$ cat src/rtl/sdram_wr_pkg.sv
package sdram_wr_pkg;

   // {cs_n, ras_n, cas_n, we_n}
   typedef enum logic [3:0] {
      CMD_NOP = 4'b0111,
      CMD_ACT = 4'b0011,
      CMD_WR  = 4'b0100,
      CMD_PRE = 4'b0010
   } sd_cmd_e;

   typedef enum logic {
      SEQ_IDLE = 1'b0,
      SEQ_BUSY = 1'b1
   } seq_state_e;

   function automatic int imax(input int a, input int b);
      return (a > b) ? a : b;
   endfunction

endpackage

$ cat src/rtl/sdram_wr_timer.sv
// Cycle counter of one access. Flags describe the cycle whose outputs are
// being registered at the coming edge.
module sdram_wr_timer #(
   parameter int T_RCD     = 2,
   parameter int BURST_LEN = 4,
   parameter int P_SLOW    = 6,
   parameter int P_FAST    = 7,
   parameter int A_SLOW    = 8,
   parameter int A_FAST    = 9,
   parameter int CNT_W     = 4,
   parameter int BI_W      = 2
) (
   input  logic            clk,
   input  logic            rst_n,
   input  logic            start_i,
   input  logic            busy_i,
   input  logic            rec2_i,
   output logic            wr_o,
   output logic            beat_o,
   output logic [BI_W-1:0] beat_idx_o,
   output logic            pre_o,
   output logic            last_o
);
   localparam logic [CNT_W-1:0] C_RCD   = CNT_W'(T_RCD);
   localparam logic [CNT_W-1:0] C_BEND  = CNT_W'(T_RCD + BURST_LEN);
   localparam logic [CNT_W-1:0] C_PSLOW = CNT_W'(P_SLOW);
   localparam logic [CNT_W-1:0] C_PFAST = CNT_W'(P_FAST);
   localparam logic [CNT_W-1:0] C_LSLOW = CNT_W'(A_SLOW - 1);
   localparam logic [CNT_W-1:0] C_LFAST = CNT_W'(A_FAST - 1);

   logic [CNT_W-1:0] cnt_q;
   logic [CNT_W-1:0] nxt;
   logic [CNT_W-1:0] pre_at;
   logic [CNT_W-1:0] last_at;
   logic             rec2_q;

   always_ff @(posedge clk or negedge rst_n) begin
      if (!rst_n) begin
         cnt_q  <= '0;
         rec2_q <= 1'b0;
      end else if (start_i) begin
         cnt_q  <= '0;
         rec2_q <= rec2_i;
      end else if (busy_i) begin
         cnt_q  <= nxt;
      end
   end

   always_comb begin
      nxt        = start_i ? '0 : cnt_q + 1'b1;
      pre_at     = rec2_q ? C_PFAST : C_PSLOW;
      last_at    = rec2_q ? C_LFAST : C_LSLOW;
      wr_o       = busy_i && (nxt == C_RCD);
      beat_o     = busy_i && (nxt >= C_RCD) && (nxt < C_BEND);
      beat_idx_o = BI_W'(nxt - C_RCD);
      pre_o      = busy_i && (nxt == pre_at);
      last_o     = busy_i && (nxt == last_at);
   end

   // the burst continues in the cycle after the WRITE is scheduled
   a_r5_beat_after_wr: assert property (@(posedge clk) disable iff (!rst_n)
      wr_o |=> beat_o);

   // precharge is never scheduled while data beats are still pending
   a_r6_pre_not_in_burst: assert property (@(posedge clk) disable iff (!rst_n)
      pre_o |-> !beat_o);

endmodule

$ cat src/rtl/sdram_wr_beatsel.sv
// Picks one burst word out of the flat request data.
module sdram_wr_beatsel #(
   parameter int DATA_W    = 32,
   parameter int BURST_LEN = 4,
   parameter int BI_W      = 2
) (
   input  logic [BURST_LEN*DATA_W-1:0] words_i,
   input  logic [BI_W-1:0]             idx_i,
   output logic [DATA_W-1:0]           word_o
);
   logic [DATA_W-1:0] word_arr [BURST_LEN];

   for (genvar g = 0; g < BURST_LEN; g++) begin : g_word
      assign word_arr[g] = words_i[g*DATA_W +: DATA_W];
   end

   always_comb word_o = word_arr[idx_i];

endmodule

$ cat src/rtl/sdram_wr_cmdgen.sv
// Registered drive of the memory command, address and data pins.
module sdram_wr_cmdgen
   import sdram_wr_pkg::*;
#(
   parameter int ADDR_W = 12,
   parameter int COL_W  = 8,
   parameter int BANK_W = 2,
   parameter int DATA_W = 32,
   parameter int AP_BIT = 10
) (
   input  logic                clk,
   input  logic                rst_n,
   input  logic                start_i,
   input  logic                wr_i,
   input  logic                beat_i,
   input  logic                pre_i,
   input  logic [ADDR_W-1:0]   row_i,
   input  logic [BANK_W-1:0]   bank_i,
   input  logic [COL_W-1:0]    col_i,
   input  logic                all_i,
   input  logic [DATA_W-1:0]   word_i,
   output sd_cmd_e             cmd_o,
   output logic [ADDR_W-1:0]   addr_o,
   output logic [BANK_W-1:0]   ba_o,
   output logic [DATA_W/8-1:0] dqm_o,
   output logic [DATA_W-1:0]   dq_o,
   output logic                oe_o,
   output logic                cke_o
);
   logic [BANK_W-1:0] bank_q;
   logic [COL_W-1:0]  col_q;
   logic              all_q;
   logic [ADDR_W-1:0] col_addr;
   logic [ADDR_W-1:0] pre_addr;

   always_comb begin
      col_addr         = ADDR_W'(col_q);
      pre_addr         = '0;
      pre_addr[AP_BIT] = all_q;
   end

   always_ff @(posedge clk or negedge rst_n) begin
      if (!rst_n) begin
         bank_q <= '0;
         col_q  <= '0;
         all_q  <= 1'b0;
      end else if (start_i) begin
         bank_q <= bank_i;
         col_q  <= col_i;
         all_q  <= all_i;
      end
   end

   always_ff @(posedge clk or negedge rst_n) begin
      if (!rst_n) begin
         cmd_o  <= CMD_NOP;
         addr_o <= '0;
         ba_o   <= '0;
         dqm_o  <= '1;
         dq_o   <= '0;
         oe_o   <= 1'b0;
         cke_o  <= 1'b0;
      end else begin
         cke_o <= 1'b1;
         if (start_i) begin
            cmd_o  <= CMD_ACT;
            addr_o <= row_i;
            ba_o   <= bank_i;
         end else if (wr_i) begin
            cmd_o  <= CMD_WR;
            addr_o <= col_addr;
            ba_o   <= bank_q;
         end else if (pre_i) begin
            cmd_o  <= CMD_PRE;
            addr_o <= pre_addr;
            ba_o   <= bank_q;
         end else begin
            cmd_o  <= CMD_NOP;
            addr_o <= '0;
            ba_o   <= '0;
         end
         oe_o  <= beat_i;
         dq_o  <= beat_i ? word_i : '0;
         dqm_o <= beat_i ? '0 : '1;
      end
   end

   // a WRITE never requests auto precharge
   a_r4_wr_ap_low: assert property (@(posedge clk) disable iff (!rst_n)
      (cmd_o == CMD_WR) |-> (addr_o[AP_BIT] == 1'b0));

   // the first data beat shares its cycle with the WRITE
   a_r5_wr_with_beat: assert property (@(posedge clk) disable iff (!rst_n)
      (cmd_o == CMD_WR) |-> (oe_o && (dqm_o == '0)));

endmodule

$ cat src/rtl/sdram_wr_seq.sv
module sdram_wr_seq
   import sdram_wr_pkg::*;
#(
   parameter int ADDR_W    = 12,
   parameter int COL_W     = 8,
   parameter int BANK_W    = 2,
   parameter int DATA_W    = 32,
   parameter int BURST_LEN = 4,
   parameter int AP_BIT    = 10,
   parameter int T_RCD     = 2,
   parameter int T_RP      = 2,
   parameter int T_RAS     = 4,
   parameter int T_RC      = 8
) (
   input  logic                          clk,
   input  logic                          rst_n,
   input  logic                          req_valid,
   output logic                          req_ready,
   input  logic [BANK_W-1:0]             req_bank,
   input  logic [ADDR_W-1:0]             req_row,
   input  logic [COL_W-1:0]              req_col,
   input  logic [BURST_LEN*DATA_W-1:0]   req_data,
   input  logic                          req_all_banks,
   input  logic                          cfg_fast_clk,
   output logic                          done,
   output logic                          sd_cke,
   output logic                          sd_cs_n,
   output logic                          sd_ras_n,
   output logic                          sd_cas_n,
   output logic                          sd_we_n,
   output logic [BANK_W-1:0]             sd_ba,
   output logic [ADDR_W-1:0]             sd_addr,
   output logic [DATA_W/8-1:0]           sd_dqm,
   output logic [DATA_W-1:0]             sd_dq_out,
   output logic                          sd_dq_oe
);
   localparam int BI_W   = (BURST_LEN > 1) ? $clog2(BURST_LEN) : 1;
   localparam int P_SLOW = imax(T_RCD + BURST_LEN, T_RAS);
   localparam int P_FAST = imax(T_RCD + BURST_LEN + 1, T_RAS);
   localparam int A_SLOW = imax(P_SLOW + T_RP, T_RC);
   localparam int A_FAST = imax(P_FAST + T_RP, T_RC);
   localparam int CNT_W  = $clog2(A_FAST + 1);
   localparam int GAP_W  = CNT_W + 1;

   // elaboration-time parameter checks
   if (T_RCD < 1)                 begin : g_bad_rcd   $error("T_RCD must be at least 1");        end
   if (T_RP < 1)                  begin : g_bad_rp    $error("T_RP must be at least 1");         end
   if (BURST_LEN < 2 || (BURST_LEN & (BURST_LEN - 1)) != 0)
                                  begin : g_bad_bl    $error("BURST_LEN must be a power of two >= 2"); end
   if (DATA_W % 8 != 0)           begin : g_bad_dw    $error("DATA_W must be whole bytes");      end
   if (AP_BIT >= ADDR_W)          begin : g_bad_ap    $error("AP_BIT outside the address");      end
   if (COL_W > AP_BIT)            begin : g_bad_col   $error("column would overlap AP_BIT");     end

   seq_state_e                  state_q;
   logic                        accept;
   logic                        busy;
   logic [BURST_LEN*DATA_W-1:0] data_q;
   logic                        done_q;
   logic                        t_wr, t_beat, t_pre, t_last;
   logic [BI_W-1:0]             t_idx;
   logic [DATA_W-1:0]           beat_word;
   sd_cmd_e                     cmd;

   assign req_ready = (state_q == SEQ_IDLE);
   assign accept    = req_valid && req_ready;
   assign busy      = (state_q == SEQ_BUSY);
   assign done      = done_q;

   always_ff @(posedge clk or negedge rst_n) begin
      if (!rst_n) begin
         state_q <= SEQ_IDLE;
         done_q  <= 1'b0;
         data_q  <= '0;
      end else begin
         done_q <= t_last;
         if (accept) begin
            state_q <= SEQ_BUSY;
            data_q  <= req_data;
         end else if (t_last) begin
            state_q <= SEQ_IDLE;
         end
      end
   end

   sdram_wr_timer #(
      .T_RCD(T_RCD), .BURST_LEN(BURST_LEN),
      .P_SLOW(P_SLOW), .P_FAST(P_FAST), .A_SLOW(A_SLOW), .A_FAST(A_FAST),
      .CNT_W(CNT_W), .BI_W(BI_W)
   ) u_timer (
      .clk(clk), .rst_n(rst_n), .start_i(accept), .busy_i(busy),
      .rec2_i(cfg_fast_clk), .wr_o(t_wr), .beat_o(t_beat),
      .beat_idx_o(t_idx), .pre_o(t_pre), .last_o(t_last)
   );

   sdram_wr_beatsel #(
      .DATA_W(DATA_W), .BURST_LEN(BURST_LEN), .BI_W(BI_W)
   ) u_beatsel (
      .words_i(data_q), .idx_i(t_idx), .word_o(beat_word)
   );

   sdram_wr_cmdgen #(
      .ADDR_W(ADDR_W), .COL_W(COL_W), .BANK_W(BANK_W),
      .DATA_W(DATA_W), .AP_BIT(AP_BIT)
   ) u_cmdgen (
      .clk(clk), .rst_n(rst_n), .start_i(accept), .wr_i(t_wr),
      .beat_i(t_beat), .pre_i(t_pre), .row_i(req_row), .bank_i(req_bank),
      .col_i(req_col), .all_i(req_all_banks), .word_i(beat_word),
      .cmd_o(cmd), .addr_o(sd_addr), .ba_o(sd_ba), .dqm_o(sd_dqm),
      .dq_o(sd_dq_out), .oe_o(sd_dq_oe), .cke_o(sd_cke)
   );

   assign {sd_cs_n, sd_ras_n, sd_cas_n, sd_we_n} = cmd;

   // spacing monitors for the pin-level timing assertions
   localparam logic [GAP_W-1:0] G_RP  = GAP_W'(T_RP);
   localparam logic [GAP_W-1:0] G_RC  = GAP_W'(T_RC);
   localparam logic [GAP_W-1:0] G_RAS = GAP_W'(T_RAS);
   logic [GAP_W-1:0] gap_pre_q;
   logic [GAP_W-1:0] gap_act_q;

   always_ff @(posedge clk or negedge rst_n) begin
      if (!rst_n) begin
         gap_pre_q <= '1;
         gap_act_q <= '1;
      end else begin
         if (cmd == CMD_PRE)        gap_pre_q <= GAP_W'(1);
         else if (gap_pre_q != '1)  gap_pre_q <= gap_pre_q + 1'b1;
         if (cmd == CMD_ACT)        gap_act_q <= GAP_W'(1);
         else if (gap_act_q != '1)  gap_act_q <= gap_act_q + 1'b1;
      end
   end

   a_r8_trp: assert property (@(posedge clk) disable iff (!rst_n)
      (cmd == CMD_ACT) |-> (gap_pre_q >= G_RP));

   a_r8_trc: assert property (@(posedge clk) disable iff (!rst_n)
      (cmd == CMD_ACT) |-> (gap_act_q >= G_RC));

   a_r6_tras: assert property (@(posedge clk) disable iff (!rst_n)
      (cmd == CMD_PRE) |-> (gap_act_q >= G_RAS));

   a_r9_done_ready: assert property (@(posedge clk) disable iff (!rst_n)
      done |-> req_ready);

   a_r2_idle_quiet: assert property (@(posedge clk) disable iff (!rst_n)
      (req_ready && !done) |-> ((cmd == CMD_NOP) && !sd_dq_oe));

endmodule

$ cat config.mk
export PLATFORM = sky130hd
export DESIGN_NAME = sdram_wr_seq
export DESIGN_NICKNAME = d
export VERILOG_FILES = /design/src/rtl/sdram_wr_pkg.sv /design/src/rtl/sdram_wr_timer.sv /design/src/rtl/sdram_wr_beatsel.sv /design/src/rtl/sdram_wr_cmdgen.sv /design/src/rtl/sdram_wr_seq.sv
export SDC_FILE = /design/constraint.sdc
export NUM_CORES = 1
export LEC_CHECK = 0
export BUFFER_PORTS_ARGS = -buffer_cell sky130_fd_sc_hd__buf_2
export CELL_PAD_IN_SITES_DETAIL_PLACEMENT = 1
export CELL_PAD_IN_SITES_GLOBAL_PLACEMENT = 2
export CORE_MARGIN = 2
export CORE_UTILIZATION = 32
export CTS_BUF_LIST = sky130_fd_sc_hd__clkbuf_16
export CTS_CLUSTER_SIZE = 10
export DETAILED_ROUTE_END_ITERATION = 10
export GPL_ROUTABILITY_DRIVEN = 0
export PLACE_DENSITY_LB_ADDON = 0.12
export SYNTH_ARGS = -nofsm -noshare
export SYNTH_HDL_FRONTEND = slang
export SYNTH_SLANG_ARGS = --single-unit
$ cat constraint.sdc
create_clock -name clk -period 2.3 [get_ports clk]
set_input_delay 0.115 -clock clk [delete_from_list [all_inputs] [get_ports clk]]
set_output_delay 0.115 -clock clk [all_outputs]
set_load 0.02 [all_outputs]
# Yosys cells after proc, flatten, opt, wreduce, memory -nomap -nowiden
# Index checks and enable logic that the tools add are counted.
# W data, S select, Z words.
# classes
addsub	2
bitwise	2
eq_ne	3
n_lt_le_gt_ge	3
reduce_logical	8
n_mux	21
# ops
cell	n
$mux W32	3
$bmux W32 S2	1
$mux W4	7
$mux W12	2
$mux W11	1
$logic_and A1 B1 Y1	6
$mux W2	3
$add A4 B1 Y4 const B	1
$eq A4 B2 Y1 const B	1
$eq A4 B3 Y1	1
$eq A4 B4 Y1	1
$ge A4 B2 Y1 const B	1
$lt A4 B3 Y1 const B	1
$reduce_bool A2 Y1	2
$ge A3 B3 Y1 const B	1
$mux W1	3
$mux W3	1
$not A2 Y3	1
$sub A2 B2 Y2 const B	1
$not A1 Y1	1
# totals
ff_bits	202
wordCells	54
input_bits	155

# Longest topological paths before layout
# Gate-level depths: netlist of the first run.
# depth
ltp_word	9
mapped_depth	8

# By module
# Synthesis of the first run repeated with hierarchy kept, for this count alone.
# hier_totals
cells_unflattened	504
area_unflattened_um2	8694.6
# modules_own_cells
mod	cells_each	n_inst	area_each_um2
sdram_wr_seq	275	1	5337.6
sdram_wr_cmdgen	148	1	2135.8
sdram_wr_beatsel	39	1	814.5
sdram_wr_timer	42	1	406.6

# Worst setup path before layout of the first run
# Ideal clock, no wire load.
# synth_timing
kind	reg-to-reg
startpoint	register u_timer.cnt_q[0]
endpoint	register u_cmdgen.dq_o[17]
path_buffers	3
path_stages_with_launch	8
setup_time_ns	0.122
slack_ns	0.459
required_time_ns	2.178
t_arrival_ns	1.720
cell_sequence	dfrtp_1 ha_1 clkbuf_1 and2_4 buf_6 buf_6 mux4_2 nor2b_1
# synth_via
elab_chain_len	8
elab_cells_between_ends	12
# synth_rtl
element	line_no	rtl
start, declared	sdram_wr_timer.sv:31	logic [CNT_W-1:0] cnt_q;
start signal, assigned	sdram_wr_timer.sv:45	cnt_q <= nxt;
$add A4 B1 Y4 *	sdram_wr_timer.sv:50	nxt = start_i ? '0 : cnt_q + 1'b1;
$mux W4 *	sdram_wr_timer.sv:50	
$sub A2 B2 Y2	sdram_wr_timer.sv:55	beat_idx_o = BI_W'(nxt - C_RCD);
$not A2 Y3 (not written as such)	sdram_wr_beatsel.sv:17	always_comb word_o = word_arr[idx_i];
$bmux W32 S2	sdram_wr_beatsel.sv:17	
$mux W32 (not written as such) (2 in series)	sdram_wr_beatsel.sv:17	
$mux W32 *	sdram_wr_cmdgen.sv:83	dq_o <= beat_i ? word_i : '0;
end signal, assigned	sdram_wr_cmdgen.sv:83	
end, declared	sdram_wr_cmdgen.sv:26	output logic [DATA_W-1:0] dq_o,
# Mark *: on every way between the ends. The rest lies on a longest branch, timed or not. The select of a mux whose other input is x is not followed.
# A chain may end at the register's enable or synchronous reset.

# Worst setup path in the final report of the first run
# Same ends and word-level chain as after synthesis.

==> results of run 1 <==
-- cells by family after synthesis --
family	Yosys count
mux	10
flops	198
fa+ha+maj	1
other cells	2
xor+xnor	7
buf+inv	64
simple gates	487
compound gates	94
-- worst register-to-register path, cell delays in order, from the launching register on --
cell and delay, ps:
dfrtp_2 440, ha_1 430, and2_4 480, mux4_2 390
nor2b_1 150
-- how the worst max path moves through the flow --
stage | end | startpoint
global placement | data_q[13]$_DFFE_PN0P_ | busy$_DFFE_PN0P_
CTS | u_cmdgen.dq_o[28]$_DFF_PN0_ | u_timer.cnt_q[0]$_DFFE_PN0P_
floorplan | u_cmdgen.dq_o[17]$_DFF_PN0_ | u_timer.cnt_q[0]$_DFFE_PN0P_
detailed placement | u_cmdgen.dq_o[23]$_DFF_PN0_ | u_timer.cnt_q[0]$_DFFE_PN0P_
global route | u_cmdgen.dq_o[28]$_DFF_PN0_ | u_timer.cnt_q[0]$_DFFE_PN0P_
finish | u_cmdgen.dq_o[17]$_DFF_PN0_ | u_timer.cnt_q[0]$_DFFE_PN0P_
-- per-layer routing --
metal  up-vias  GRT usage [%]  share of wire, %
li1       3451              -                 -
met1      3478           26.2                46
met2       139           32.8                50
met3        19           2.88               2.9
met4         0           4.63               1.3
met5         -              0                 0
-- stage by stage --
stage                     utilization (%)  setup slack, ps  area, um^2  hold slack, ps
after detailed placement             38.0              275        9570             108
after global routing                 46.4              132       11700             135
after global placement               38.0              342        9570             110
after CTS                            46.4              282       11700             116
after floorplan                         -              459        8200            -181
final                                46.4              297       11700             132
-- synth_stat cells, drive strengths merged --
cell type	count	area share [%]
ha	1	0.15
nand4b	1	0.11
nand4	1	0.076
a22o	9	0.96
dfstp	4	1.3
nor3	1	0.12
nand2b	2	0.15
buf	26	2.1
mux4	10	2.7
o32a	1	0.12
a211oi	30	2.7
dfrtp	194	59
nor2	5	0.32
o21a	9	0.82
and2	4	0.34
nand3	3	0.18
nor2b	25	1.9
a32o	2	0.24
xor2	2	0.21
inv	3	0.14
xnor2	5	0.53
conb	2	0.092
o21ai	18	1.1
a21o	1	0.092
nand2	444	20
a21oi	2	0.12
a311oi	14	1.5
nor4	1	0.076
clkbuf	35	1.6
o22ai	8	0.61
-- final cells by class --
| type | count | share of cell area (%) |
|---|---|---|
| flip-flops and latches | 198 | 42.4 |
| multi-input cells | 601 | 25.2 |
| repair buffers | 381 | 23.7 |
| clock buffers | 17 | 3.64 |
| well taps | 330 | 3.53 |
| clock inverters | 15 | 1.41 |
| inverters | 3 | 0.0963 |
-- state kept, by name (all words and copies together) (netlist names) --
register         flops
u_cmdgen.bank_q      2
u_cmdgen.all_q       1
u_timer.cnt_q        4
u_cmdgen.cmd_o       3
u_cmdgen.dqm_o       1
u_cmdgen.dq_o       32
u_cmdgen.addr_o     12
u_cmdgen.col_q       8
u_timer.rec2_q       1
busy                 1
done                 1
u_cmdgen.ba_o        2
data_q             128
u_cmdgen.oe_o        1
u_cmdgen.cke_o       1
-- power by group through the flow --
stage,registers [mW],logic (mW),clock network [mW]
5_1_grt,6.08,6.58,3.29
6_report,5.88,5.82,3.06
3_5_place_dp,5.95,5.74,0
2_1_floorplan,5.97,3.84,0
3_3_place_gp,5.93,5.57,0
4_1_cts,5.90,5.95,3.15
-- what timing repair did --
item	CTS	global route
endpoints found under the hold margin	203	0
gates resized for setup	0	0
endpoints found under the setup margin	0	0
hold buffers	153	0
==> flow_metrics.env, run 1 <==
export IMPL_drive_gt1_share_pct=23.0
export IMPL_timing_max_cap_violations=0
export IMPL_power_frac_clock_pct=20.8
export IMPL_cp_slowest_cell="and2_4"
export IMPL_cts_max_path_buffers=2
export IMPL_multi_input_area_um2=2940
export IMPL_reg2reg_to="u_cmdgen.dq_o[17]$_DFF_PN0_"
export IMPL_first_global_vias=7512
export IMPL_cp_depth=4
export IMPL_synthSimpleGateAreaFrac_pct=23.6
export IMPL_fin_crit_ps=2000
export IMPL_cts_made_buffers=17
export IMPL_power_leakage_nw=6.00
export IMPL_drc=0
export IMPL_clk_pin_slew_ps=70
export IMPL_clk_latency_ps=430
export IMPL_dpl_cell_count=1360
export IMPL_ff_latch_area_um2=4960
export IMPL_layout_common_cells="nand2_1 (444), buf_2 (210), dfrtp_1 (193)"
export IMPL_synth_compound_area_share_pct=8.32
export IMPL_die_area_um2=26900
export IMPL_ctsRootBufferMaster="clkbuf_16"
export IMPL_p_total_mw=14.8
export IMPL_irDropWorstVdd_mv=0.591
export IMPL_synth_xor_area_share_pct=0.748
export IMPL_cts_sinks=198
export IMPL_maxSlewViolCount=0
export IMPL_start_util_pct=32.6
export IMPL_avgSynthCellArea_um2=9.50
export IMPL_arrival_ps=2300
export IMPL_p_sw_mw=5.68
export IMPL_cts_tree="yes"
export IMPL_crit_path_max_incr_delay_ps=480
export IMPL_worstPathMaxFanout=26
export IMPL_critPathBufInv=0
export IMPL_yosysWarnings=0
export IMPL_antenna_found_initial=0
export IMPL_synthMuxAreaShare_pct=2.75
export IMPL_drt_iter0_drc=421
export IMPL_min_to="u_timer.cnt_q[1]$_DFFE_PN0P_"
export IMPL_finalSetupViolCount=0
export IMPL_die_w_um=164
export IMPL_hold_path_depth=4
export IMPL_min_path_type="input pin to flop"
export IMPL_synthAdderAreaFrac_pct=0.153
export IMPL_io_pin_count=213
export IMPL_rows=58
export IMPL_internal_power_mw=9.07
export IMPL_n_antenna_cell=0
export IMPL_synth_top_family_by_area="simple AND/OR/NAND/NOR gates"
export IMPL_ys_seq_elements=198
export IMPL_syn_inst=863
export IMPL_tightest_slew_ps=736
export IMPL_final_cells=1545
export IMPL_layout_commonest_cell="nand2_1"
export IMPL_status="completed"
export IMPL_synth_area_um2=8200
export IMPL_gr_total_overflow=0
export IMPL_htreeDepth=4
export IMPL_core_area_um2=25200
export IMPL_netSwitchingFraction_pct=38.5
export IMPL_portBuffers=211
export IMPL_ys_types=35
export IMPL_setup_worst_path_end_class="flop"
export IMPL_wl_um=25300
export IMPL_cp_start_kind="flop"
export IMPL_rsz0062_at_grt="false"
export IMPL_drtPass1Iterations=4
export IMPL_grtUsageTotal_pct=19.3
export IMPL_cts_setup_buffers=0
export IMPL_r2r_cells=4
export IMPL_vias=7087
export IMPL_final_antenna_net_count=0
export IMPL_setup_tns_ps=0
export IMPL_p_seq_share_pct=39.8
export IMPL_hp_start="req_valid"
export IMPL_reg2reg_slack_ps=300
export IMPL_fill_cells=2899
export IMPL_dieHeight_um=164
export IMPL_worstPathRequired_ps=2600
export IMPL_power_density_nw_per_um2=1260
export IMPL_dp_hpwl_um=15400
export IMPL_period_share_pct=87.1
export IMPL_syn_nets=1019
export IMPL_syn2layout_area_growth_pct=42.6
export IMPL_max_freq_mhz=499
export IMPL_grt_max_degree=145
export IMPL_setup_worst_path_class="flop to flop"
export IMPL_path_cells="ha_1 -> and2_4 -> mux4_2 -> nor2b_1"
export IMPL_routed_via_density=4.59
export IMPL_hold_viol=0
export IMPL_synth_seq_area_share_pct=60.5
export IMPL_wl_per_cell_um=16.4
export IMPL_p_comb_share_pct=39.4
export IMPL_clock_skew_final_ps=13.0
export IMPL_rr_startpoint="u_timer.cnt_q[0]$_DFFE_PN0P_"
export IMPL_grt_pass1_wl_um=40400
export IMPL_crit_family="simple AND/OR/NAND/NOR gates"
export IMPL_nets=1358
export IMPL_slew_limit_headroom_pct=50.9
(Power assumes the default switching activity.)
==> run 2, diff against run 1 <==
==> constraint.sdc (replaced) <==
create_clock -name clk -period 2.3 [get_ports clk]
set_input_delay 0.46 -clock clk [delete_from_list [all_inputs] [get_ports clk]]
set_output_delay 0.46 -clock clk [all_outputs]
set_load 0.02 [all_outputs]
==> flow_metrics.env, run 2 (same netlist as run 1, synthesis figures left out) <==
export IMPL_reg_largest_list="data_q (128), u_cmdgen.dq_o (32), u_cmdgen.addr_o (12)"
export IMPL_power_leakage_nw=5.40
export IMPL_dp_worst_setup_slack_ps=261
export IMPL_fin_util_pct=40.7
export IMPL_cts_sinks=198
export IMPL_slew_limit_headroom_pct=55.7
export IMPL_postPlaceCellArea_um2=9640
export IMPL_largest_register_ffs=128
export IMPL_drt_iter0_drc=280
export IMPL_dieHeight_um=164
export IMPL_tightest_slew_ps=665
export IMPL_irDropWorstVdd_mv=0.843
export IMPL_hold_path_depth=3
export IMPL_final_area_um2=10200
export IMPL_status="completed"
export IMPL_setup_worst_path_class="flop to flop"
export IMPL_whs_ps=199
export IMPL_grt_max_degree=67
export IMPL_vias=6473
export IMPL_clk_pin_slew_ps=80
export IMPL_finalWorstSetupSlack_ps=315
export IMPL_worstPathMaxFanout=26
export IMPL_portBuffers=211
export IMPL_routed_via_density=4.63
export IMPL_ff_latch_area_um2=4960
export IMPL_post_cts_resized=0
export IMPL_drtPass1Iterations=4
export IMPL_clk_latency_ps=450
export IMPL_max_freq_mhz=504
export IMPL_maxSlewViolCount=0
export IMPL_cts_tree="yes"
export IMPL_first_global_vias=6738
export IMPL_finalSetupViolCount=0
export IMPL_io_pin_count=213
export IMPL_period_share_pct=86.3
export IMPL_grtUsageTotal_pct=17.7
export IMPL_min_path_type="input pin to flop"
export IMPL_wl_um=22700
export IMPL_drive_gt1_share_pct=26.5
export IMPL_worstPathRequired_ps=2630
export IMPL_htreeDepth=4
export IMPL_power_density_nw_per_um2=1420
export IMPL_start_util_pct=32.6
export IMPL_multi_input_area_um2=2940
export IMPL_fill_cells=2977
export IMPL_ctsRootBufferMaster="clkbuf_16"
export IMPL_wl_per_cell_um=16.3
export IMPL_die_w_um=164
export IMPL_antenna_found_initial=2
export IMPL_die_area_um2=26900
export IMPL_hold_viol=0
export IMPL_setup_worst_path_end_class="flop"
export IMPL_nets=1209
export IMPL_dp_hpwl_um=15500
export IMPL_final_antenna_net_count=0
export IMPL_rows=58
export IMPL_arrival_ps=2320
export IMPL_timing_max_cap_violations=0
export IMPL_core_area_um2=25200
export IMPL_cts_max_path_buffers=2
export IMPL_fin_crit_ps=1990
export IMPL_setup_tns_ps=0
export IMPL_layout_common_cells="nand2_1 (444), buf_2 (210), dfrtp_1 (193)"
export IMPL_largest_register="data_q"
export IMPL_clock_skew_final_ps=12.0
export IMPL_drc=0
export IMPL_gr_total_overflow=0
export IMPL_grt_pass1_wl_um=36700
export IMPL_layout_commonest_cell="nand2_1"
export IMPL_syn2layout_area_growth_pct=25.0
export IMPL_cp_start_kind="flop"
export IMPL_r2r_cells=4
export IMPL_cts_made_buffers=17
export IMPL_rsz0062_at_grt="false"
-- run 2: cell count changes in the layout (fill, tap and decap cells not counted), sizes merged --
cell         previous run  this run
buf                   227       230
bufinv                  2         1
clkinv                  4         5
clkinvlp                1         0
diode                   0         1
dlygate4sd3           153         1
inv                    11        12
-- run 2: final cells by class --
class,count,area share [%]
multi-input cells,601,28.7
well taps,330,4.03
clock buffers,17,4.15
diodes,1,0.0244
repair buffers,232,12.9
inverters,3,0.110
clock inverters,15,1.60
flip-flops and latches,198,48.4
-- run 2: layer usage --
metal	GRT usage [%]	wire length, um	share of wire, %	up-vias
met5	0	13	0.057	-
met4	5.10	276	1.2	2
met3	3.48	981	4.3	20
met2	27.9	10600	47	142
met1	24.7	10900	48	3155
li1	-	-	-	3154
-- run 2: metrics by stage --
step                      instances  total power [mW]
final                          1397              14.6
after detailed placement       1363              11.8
after global routing           1396              15.8
after floorplan                 863              9.81
after CTS                      1396              14.9
after global placement         1363              11.6
-- run 2: timing repair --
item / CTS / global route
buffers inserted: 0 / 0
hold buffers: 1 / 0
endpoints found under the hold margin: 42 / 0
-- run 2: worst max-delay path: stages (launching register included) --
cell and delay [ps]:
dfrtp_1 550, nand2b_4 350, and2_4 460, mux4_2 370, nor2b_1 140
-- run 2: worst paths after layout --
| kind | from | endpoint | slack, ps |
|---|---|---|---|
| max in group asynchronous | rst_n | u_cmdgen.cmd_o[0]$_DFF_PN1_ | 1050 |
| min in group asynchronous | rst_n | u_cmdgen.addr_o[7]$_DFF_PN0_ | 520 |
| worst max register to register | busy$_DFFE_PN0P_ | u_cmdgen.dq_o[3]$_DFF_PN0_ | 310 |
| worst max-delay path | busy$_DFFE_PN0P_ | u_cmdgen.dq_o[3]$_DFF_PN0_ | 310 |
| worst min-delay path | req_data[86] | data_q[86]$_DFFE_PN0P_ | 200 |
| worst min register to register | data_q[58]$_DFFE_PN0P_ | data_q[58]$_DFFE_PN0P_ | 470 |
-- run 2: report_power, final --
| part | switching (mW) | total [mW] | internal [mW] |
|---|---|---|---|
| registers | 0.819 | 5.89 | 5.07 |
| logic | 3.36 | 5.68 | 2.32 |
| clock network | 1.47 | 3.02 | 1.55 |
